===== src/rtl/cwdp_pkg.sv =====
package cwdp_pkg;

    localparam int CW_W     = 16;
    localparam int RSEL_W   = 3;

    typedef enum logic [3:0] {
        FS_PASS_A  = 4'b0000,
        FS_INC_A   = 4'b0001,
        FS_ADD     = 4'b0010,
        FS_ADD_C   = 4'b0011,
        FS_ADD_NB  = 4'b0100,
        FS_SUB     = 4'b0101,
        FS_DEC_A   = 4'b0110,
        FS_PASS_A2 = 4'b0111,
        FS_AND     = 4'b1000,
        FS_OR      = 4'b1001,
        FS_XOR     = 4'b1010,
        FS_NOT_A   = 4'b1011,
        FS_PASS_B  = 4'b1100,
        FS_SHR_B   = 4'b1101,
        FS_SHL_B   = 4'b1110,
        FS_ZERO    = 4'b1111
    } fsel_e;

    typedef struct packed {
        logic [RSEL_W-1:0] dst;
        logic [RSEL_W-1:0] srca;
        logic [RSEL_W-1:0] srcb;
        logic              bsel_const;
        fsel_e             fsel;
        logic              dsel_ext;
        logic              wr;
    } ctrl_word_t;

endpackage


===== src/rtl/cwdp_regfile.sv =====
module cwdp_regfile #(
    parameter int DATA_W = 16,
    parameter int ADDR_W = 3
) (
    input  logic              clk,
    input  logic              rst_n,
    input  logic              wr_en,
    input  logic [ADDR_W-1:0] wr_addr,
    input  logic [DATA_W-1:0] wr_data,
    input  logic [ADDR_W-1:0] rd_a_addr,
    input  logic [ADDR_W-1:0] rd_b_addr,
    output logic [DATA_W-1:0] rd_a_data,
    output logic [DATA_W-1:0] rd_b_data
);

    localparam int NREGS = 1 << ADDR_W;

    logic [NREGS-1:0][DATA_W-1:0] regs;

    for (genvar gi = 0; gi < NREGS; gi++) begin : g_reg
        always_ff @(posedge clk or negedge rst_n) begin
            if (!rst_n) begin
                regs[gi] <= '0;
            end else if (wr_en && (wr_addr == ADDR_W'(gi))) begin
                regs[gi] <= wr_data;
            end
        end
    end

    assign rd_a_data = regs[rd_a_addr];
    assign rd_b_data = regs[rd_b_addr];

    AST_HOLD_WHEN_IDLE: assert property (@(posedge clk) disable iff (!rst_n)
        !wr_en |=> (regs == $past(regs)));

    AST_WRITE_LANDS: assert property (@(posedge clk) disable iff (!rst_n)
        wr_en |=> (regs[$past(wr_addr)] == $past(wr_data)));

endmodule


===== src/rtl/cwdp_funit.sv =====
module cwdp_funit
    import cwdp_pkg::*;
#(
    parameter int DATA_W = 16
) (
    input  fsel_e             fsel,
    input  logic [DATA_W-1:0] opa,
    input  logic [DATA_W-1:0] opb,
    output logic [DATA_W-1:0] result,
    output logic              carry,
    output logic              ovf
);

    logic [DATA_W-1:0] addend;
    logic              cin;
    logic [DATA_W:0]   sum;

    always_comb begin
        addend = '0;
        cin    = 1'b0;
        unique case (fsel)
            FS_INC_A:  cin = 1'b1;
            FS_ADD:    addend = opb;
            FS_ADD_C:  begin addend = opb;  cin = 1'b1; end
            FS_ADD_NB: addend = ~opb;
            FS_SUB:    begin addend = ~opb; cin = 1'b1; end
            FS_DEC_A:  addend = '1;
            default:   begin addend = '0; cin = 1'b0; end
        endcase
    end

    assign sum = {1'b0, opa} + {1'b0, addend} + {{DATA_W{1'b0}}, cin};

    always_comb begin
        result = '0;
        carry  = 1'b0;
        ovf    = 1'b0;
        if (!fsel[3]) begin
            result = sum[DATA_W-1:0];
            carry  = sum[DATA_W];
            ovf    = (opa[DATA_W-1] == addend[DATA_W-1]) &&
                     (sum[DATA_W-1] != opa[DATA_W-1]);
        end else begin
            unique case (fsel)
                FS_AND:    result = opa & opb;
                FS_OR:     result = opa | opb;
                FS_XOR:    result = opa ^ opb;
                FS_NOT_A:  result = ~opa;
                FS_PASS_B: result = opb;
                FS_SHR_B:  result = {1'b0, opb[DATA_W-1:1]};
                FS_SHL_B:  result = {opb[DATA_W-2:0], 1'b0};
                default:   result = '0;
            endcase
        end
    end

endmodule


===== src/rtl/cwdp_datapath.sv =====
module cwdp_datapath
    import cwdp_pkg::*;
#(
    parameter int DATA_W = 16
) (
    input  logic              clk,
    input  logic              rst_n,
    input  logic [CW_W-1:0]   ctrl_word,
    input  logic [DATA_W-1:0] const_in,
    input  logic [DATA_W-1:0] data_in,
    output logic [DATA_W-1:0] addr_out,
    output logic [DATA_W-1:0] data_out,
    output logic              flag_c,
    output logic              flag_v,
    output logic              flag_z,
    output logic              flag_n
);

    ctrl_word_t        cw;
    logic [DATA_W-1:0] bus_a;
    logic [DATA_W-1:0] reg_b;
    logic [DATA_W-1:0] bus_b;
    logic [DATA_W-1:0] bus_d;
    logic [DATA_W-1:0] fu_res;
    logic              fu_c;
    logic              fu_v;

    assign cw = ctrl_word_t'(ctrl_word);

    cwdp_regfile #(
        .DATA_W (DATA_W),
        .ADDR_W (RSEL_W)
    ) u_regs (
        .clk       (clk),
        .rst_n     (rst_n),
        .wr_en     (cw.wr),
        .wr_addr   (cw.dst),
        .wr_data   (bus_d),
        .rd_a_addr (cw.srca),
        .rd_b_addr (cw.srcb),
        .rd_a_data (bus_a),
        .rd_b_data (reg_b)
    );

    assign bus_b = cw.bsel_const ? const_in : reg_b;

    cwdp_funit #(
        .DATA_W (DATA_W)
    ) u_fu (
        .fsel   (cw.fsel),
        .opa    (bus_a),
        .opb    (bus_b),
        .result (fu_res),
        .carry  (fu_c),
        .ovf    (fu_v)
    );

    assign bus_d    = cw.dsel_ext ? data_in : fu_res;
    assign addr_out = bus_a;
    assign data_out = bus_b;
    assign flag_c   = fu_c;
    assign flag_v   = fu_v;
    assign flag_z   = (fu_res == '0);
    assign flag_n   = fu_res[DATA_W-1];

    AST_MB_CONST: assert property (@(posedge clk) disable iff (!rst_n)
        cw.bsel_const |-> (data_out == const_in));

    AST_LOGIC_NO_CV: assert property (@(posedge clk) disable iff (!rst_n)
        ctrl_word[5] |-> (!flag_c && !flag_v));

    AST_Z_NOT_N: assert property (@(posedge clk) disable iff (!rst_n)
        flag_z |-> !flag_n);

    AST_EXT_WRITE: assert property (@(posedge clk) disable iff (!rst_n)
        (cw.wr && cw.dsel_ext && (cw.srca == cw.dst)) |=>
        (($past(ctrl_word[12:10]) != ctrl_word[12:10]) ||
         (addr_out == $past(data_in))));

endmodule


===== config.mk =====
export PLATFORM = sky130hd
export DESIGN_NAME = cwdp_datapath
export DESIGN_NICKNAME = d
export VERILOG_FILES = /design/src/rtl/cwdp_pkg.sv /design/src/rtl/cwdp_regfile.sv /design/src/rtl/cwdp_funit.sv /design/src/rtl/cwdp_datapath.sv
export SDC_FILE = /design/constraint.sdc
export NUM_CORES = 1
export LEC_CHECK = 0
export BUFFER_PORTS_ARGS = -buffer_cell sky130_fd_sc_hd__buf_2
export CAP_MARGIN = 25
export CORE_ASPECT_RATIO = 0.5
export CORE_MARGIN = 5
export CORE_UTILIZATION = 55
export CTS_CLUSTER_DIAMETER = 60
export DETAILED_ROUTE_END_ITERATION = 6
export PLACE_DENSITY = 0.76
export SYNTH_ARGS = -nofsm -noshare
export SYNTH_HDL_FRONTEND = slang
export SYNTH_SLANG_ARGS = --single-unit

===== constraint.sdc =====
create_clock -name clk -period 8.4 [get_ports clk]
set_input_delay 0.42 -clock clk [delete_from_list [all_inputs] [get_ports clk]]
set_output_delay 0.42 -clock clk [all_outputs]
set_load 0.03 [all_outputs]

== Word-level counts from Yosys, hierarchy flattened ==
Cells that the tools add are included.
Operators by class
  add/sub/neg operators: 2
  magnitude comparators: 2
  equality and inequality tests: 22
  multiplexer cells: 12
  bitwise gates (word level): 5
  reductions and logical operators: 14
Operators with widths (count)
  $pmux W16 S7: 1
  $bmux W16 S3: 2
  $mux W16: 5
  $pmux W16 S3: 1
  $not A16 Y16: 2
  $eq A4 B4 Y1 const B: 7
  $add A16 B16 Y17: 1
  $add A17 B1 Y17: 1
  $and A16 B16 Y16: 1
  $logic_not A16 Y1: 1
  $or A16 B16 Y16: 1
  $xor A16 B16 Y16: 1
  $eq A3 B3 Y1 const B: 4
  $eq A4 B3 Y1 const B: 3
  $logic_and A1 B1 Y1: 9
  $eq A4 B2 Y1 const B: 2
  $lt A3 B4 Y1 const B: 2
  $eq A3 B2 Y1 const B: 2
  $eq A4 B1 Y1 const B: 1
  $reduce_or A2 Y1: 2
  $eq A3 B1 Y1 const B: 1
  $logic_not A3 Y1: 1
  $mux W1: 3
  $reduce_or A3 Y1: 1
  other kinds (2): 2
Storage, ports and cells
  bits in registers: 128
  bits of input ports: 50
  output and inout bits: 36
  word-level logic and storage cells: 65

== Depth between registers and ports, before layout ==
  depth in word-level cells: 10
  mapped depth: 20
  depth with buffers taken out: 18

== Modules after synthesis ==
A second synthesis with hierarchy kept.
Second synthesis, totals
  cell total of the unflattened synthesis: 802
  area total of the unflattened synthesis: 10043.4 um2
By module, submodules not included
  cwdp_regfile: times used 1, cells an instance 393, area an instance 7000.5 um2, seq. area each 3203.1 um2
  cwdp_funit: times used 1, cells an instance 368, area an instance 2511.2 um2, seq. area each 0.0 um2
  cwdp_datapath: times used 1, cells an instance 41, area an instance 531.8 um2, seq. area each 0.0 um2

== Least setup slack after synthesis ==
No wires, ideal clock.
  kind: input -> output
  start: input ctrl_word[7]
  end: output flag_z
  data arrival time: 5.403 ns
  required time: 7.980 ns
  slack: 2.577 ns
  stages: 17
  path buffers: 2
  cells stage by stage: buf_6 > buf_6 > mux4_2 > mux2i_1 > o21ai_0 > mux2i_1 > nor2_1 > fa_1 > fa_1 > xor2_1 > a22oi_1 > o211ai_1 > or4b_1 > or3_1 > nor3_1 > nand3_1 > nor4_2
Between the ends
  longest elaborated chain between the ends: 9
  elaborated cells between the ends (all ways): 13
  those cells by class: 2 x add/sub; 6 x mux; 4 x bitwise; 1 x reduce/logical
RTL lines
  start: declaration: line cwdp_datapath.sv:8  | input logic [CW_W-1:0] ctrl_word,
  $bmux W16 S3 *: line cwdp_regfile.sv:31  | assign rd_b_data = regs[rd_b_addr];
  $mux W16 (not written as such) *: line cwdp_regfile.sv:31
  $mux W16 *: line cwdp_datapath.sv:45  | assign bus_b = cw.bsel_const ? const_in : reg_b;
  net data_out[0]: line cwdp_datapath.sv:12  | output logic [DATA_W-1:0] data_out,
  $not A16 Y16: line cwdp_funit.sv:25, cwdp_funit.sv:26
  $pmux W16 S3: line cwdp_funit.sv:21  | unique case (fsel)
  $add A16 B16 Y17: line cwdp_funit.sv:32  | assign sum = {1'b0, opa} + {1'b0, addend} + {{DATA_W{1'b0}}, cin};
  $add A17 B1 Y17: line cwdp_funit.sv:32
  $mux W16 *: line cwdp_funit.sv:38  | if (!fsel[3]) begin
  $logic_not A16 Y1 *: line cwdp_datapath.sv:63  | assign flag_z = (fu_res == '0);
  end: declaration: line cwdp_datapath.sv:15  | output logic flag_z,
The timed path passes the listed nets; every way through them passes the cells marked *. The select of a mux whose other input is x is not followed.

== Final worst setup path ==
  start: input ctrl_word[7]
  end: output flag_z
Between the ends
  longest elaborated chain between the ends: 9
  elaborated cells between the ends (all ways): 13
  those cells by class: 2 x add/sub; 6 x mux; 4 x bitwise; 1 x reduce/logical
RTL lines (line)
  $bmux W16 S3 *: cwdp_regfile.sv:31
  $mux W16 (not written as such) *: cwdp_regfile.sv:31
  $mux W16 *: cwdp_datapath.sv:45
  $not A16 Y16: cwdp_funit.sv:25, cwdp_funit.sv:26
  $pmux W16 S3: cwdp_funit.sv:21
  $add A16 B16 Y17: cwdp_funit.sv:32
  $add A17 B1 Y17: cwdp_funit.sv:32
  $mux W16 *: cwdp_funit.sv:38
  $logic_not A16 Y1 *: cwdp_datapath.sv:63
Mark *: on every way between the ends. The rest lies on a longest branch, timed or not. The select of a mux whose other input is x is not followed.

==> summary.md <==
| Metric | Value |
|---|---|
| Placed cell area | `0.01021 sq mm` |
| Pwr Density | `248.5 mW/mm^2` |
| Yosys warns | `0` |
| Total negative slack | `0 ns` |
| IO Count | `86` |
| Max H-tree Level | `4` |
| Setup-failing EPs final | `0` |
| Biggest register | `u_regs.regs` |
| GRT Total Usage | `0.3002` |
| EDFF count, synth | `0` |
| Sequential fraction of the synthesis area | `0.3329` |
| Layout net count | `1197` |
| CP Max Fanout | `24` |
| Outcome | `finished clean` |
| Mapped Cells | `1045` |
| Tcrit/Tclk final | `0.7386` |
| Max Clk Rate | `0.1612 GHz` |
| Post-route insts no fill | `1345` |
| Syn Area/Cell | `9.209 sq um` |
| Crit Path Category | `in2out` |
| Gr busiest metal | `met2` |
| Final hold vios | `0` |
| Post-Syn Nets | `1144` |
| Share of post-route cells with drive strength above 1 | `0.1773` |
| M3 GR Usage | `0.08077` |
| Die area | `0.02040 sq mm` |
| Num CTS Buffers | `17` |
| Peak supply drop | `0.1535 mV` |
| 1st-iter DRT viols | `1093` |
| I/O Buffers | `85` |
| Lkg Pwr | `5.082 nW` |
| Final GP Congestion | `1.038` |
| Ant diodes | `0` |
| Count of different cell masters after synthesis | `71` |
| Initial Util | `0.5572` |
| Routed WL | `30560 um` |
| Max FFs per register | `128` |
| Final Skew | `0.006488 ns` |
| Top cell type's share of synthesized area | `0.3329` |
| Clock transition at path regs | `0.06 ns` |
| Most common cell in the synthesized netlist | `nand2_1` |
| Placed cells | `1313` |
| Regs by FF count | `u_regs.regs (128)` |
| Register bit count reported by yosys | `128` |
| Die width | `197.1 um` |
| Top FF cell, synth | `dfrtp_1` |
| Most frequent cells after synthesis | `183 x nand2_1, 160 x o21ai_0, 128 x dfrtp_1` |
| Async SR Flop Fraction | `1.000` |
| Core ar. | `0.01727 sq mm` |
| Final instance area | `0.01080 sq mm` |
| Grt total ovfl | `0` |
| Setup crit end kind | `output pin` |
| Clock buffer depth | `2` |
| Synth area leaders | `dfrtp_1 33%, mux4_2 11%, mux2i_1 8.6%` |
| Pre-antenna DRT Iters | `6` |
| DR vias | `8923` |
| WP data arrival | `5.78 ns` |
| Latest clock arrival within the worst-skew pair | `0.42 ns` |
| Routed vias/inst | `6.634` |
| Number of setup buffers added after CTS | `0` |
| Tmin final | `6.204 ns` |
| Row count | `34` |
| Final core area utilization | `0.6255` |
| CP startpoint kind | `input pin` |
| Final ANT Viol Nets | `0` |
| Largest net degree at the start of global routing | `69` |
| Met2 usage | `0.4434` |
| Mapped Area | `0.009623 sq mm` |
| Worst EP required | `7.98 ns` |
| Max Cap Viol | `0` |
| Worst slew pin tran | `1.018 ns` |
| CTS sink count | `128` |
| Initial antenna violation count | `0` |
| Resize count post-CTS | `0` |
| Hold_buf cts | `0` |
| Vias in the first global route | `8658` |
| CTS tree | `yes` |
| CTS Root Cell | `clkbuf_16` |
| Layout area overhead | `12.27%` |
| Slew margin rel. | `0.3151` |
| Die Span Y | `103.5 um` |
| Post-route DRC | `0` |
| Met1 Usage GRT | `0.4394` |
| Wirelength per Cell | `22.72 um` |
| Dominant cell type by area after synthesis | `dfrtp_1` |
| RSZ-0062 raised after global routing | `false` |
| Hpwl dp | `21280 um` |
| Final Slew Violations | `0` |
| First-pass GRT wire length | `48480 um` |
| Hold Path Class | `in2async` |
-- routing by layer --
layer | share of wire | wire, um
met3 | 0.12 | 3743
met4 | 0.018 | 556
met5 | 0 | 0
met2 | 0.44 | 13480
met1 | 0.42 | 12780
-- worst max-delay path, cell delays in order --
cell and delay [ns]:
buf_2 0.61, buf_4 0.45, mux4_2 0.54, mux2i_1 0.43, nand2_1 0.13, o21ai_0 0.19, mux2i_1 0.24, nor2_1 0.06
ha_1 0.35, nand2b_1 0.13, o22ai_1 0.09, nor3_1 0.26, o2111ai_1 0.16, nor4b_1 0.66, o2111ai_1 0.22, nor3_1 0.17
nand3_1 0.13, nor4_2 0.27, buf_2 0.24
-- power breakdown --
part	internal, mW	switching [mW]
Combinational	0.410	0.639
Sequential	0.778	0.128
Clock	0.467	0.262
Total	1.65	1.03
-- layout make-up --
class	count	area, sq um
clock inverter	9	106.4
multi-input combinational	802	5954
inverter	45	168.9
clock buffer	23	488.0
fill	1423	6467
timing repair buffer	104	590.6
sequential	128	3203
tap	234	292.8
-- worst paths after layout --
path                                      start              end  slack, ns  cells past startpoint
worst max-delay path               ctrl_word[7]           flag_z       2.20                     19
worst min-delay path                      rst_n  u_regs.regs[65]       0.08                      1
worst max register to register  u_regs.regs[71]  u_regs.regs[63]       3.26                     15
worst min register to register  u_regs.regs[70]  u_regs.regs[70]       0.50                      2
max in group asynchronous                 rst_n  u_regs.regs[10]       6.98                      2
min in group clk                     data_in[5]  u_regs.regs[37]       0.48                      3
-- cells by family after synthesis --
| family | Yosys count | synth area share |
|---|---|---|
| simple gates | 315 | 0.1452 |
| compound gates | 290 | 0.1836 |
| mux | 141 | 0.2162 |
| flops | 128 | 0.3329 |
| buf+inv | 115 | 0.05045 |
| fa+ha+maj | 49 | 0.06527 |
| xor+xnor | 7 | 0.006371 |
-- cells in the final DEF (no fill, tap or decap), drive strengths merged, types with 17 or more instances in the layout --
| master | count |
|---|---|
| nand2 | 183 |
| o21ai | 169 |
| dfrtp | 128 |
| buf | 104 |
| mux2i | 83 |
| mux4 | 51 |
| nor2 | 48 |
| ha | 47 |
| inv | 44 |
| clkbuf | 23 |
| nand3 | 17 |
-- stage by stage --
stage / power, mW / hold slack [ns] / setup slack, ns
floorplan: 1.607 / 0.1244 / 2.577
global placement: 1.887 / 0.4753 / 2.396
detailed placement: 1.931 / 0.4879 / 2.348
CTS: 2.667 / 0.1001 / 2.322
global route: 2.837 / 0.1409 / 1.809
finish: 2.685 / 0.07970 / 2.196
No activity file was read; power rests on OpenSTA's default activity.
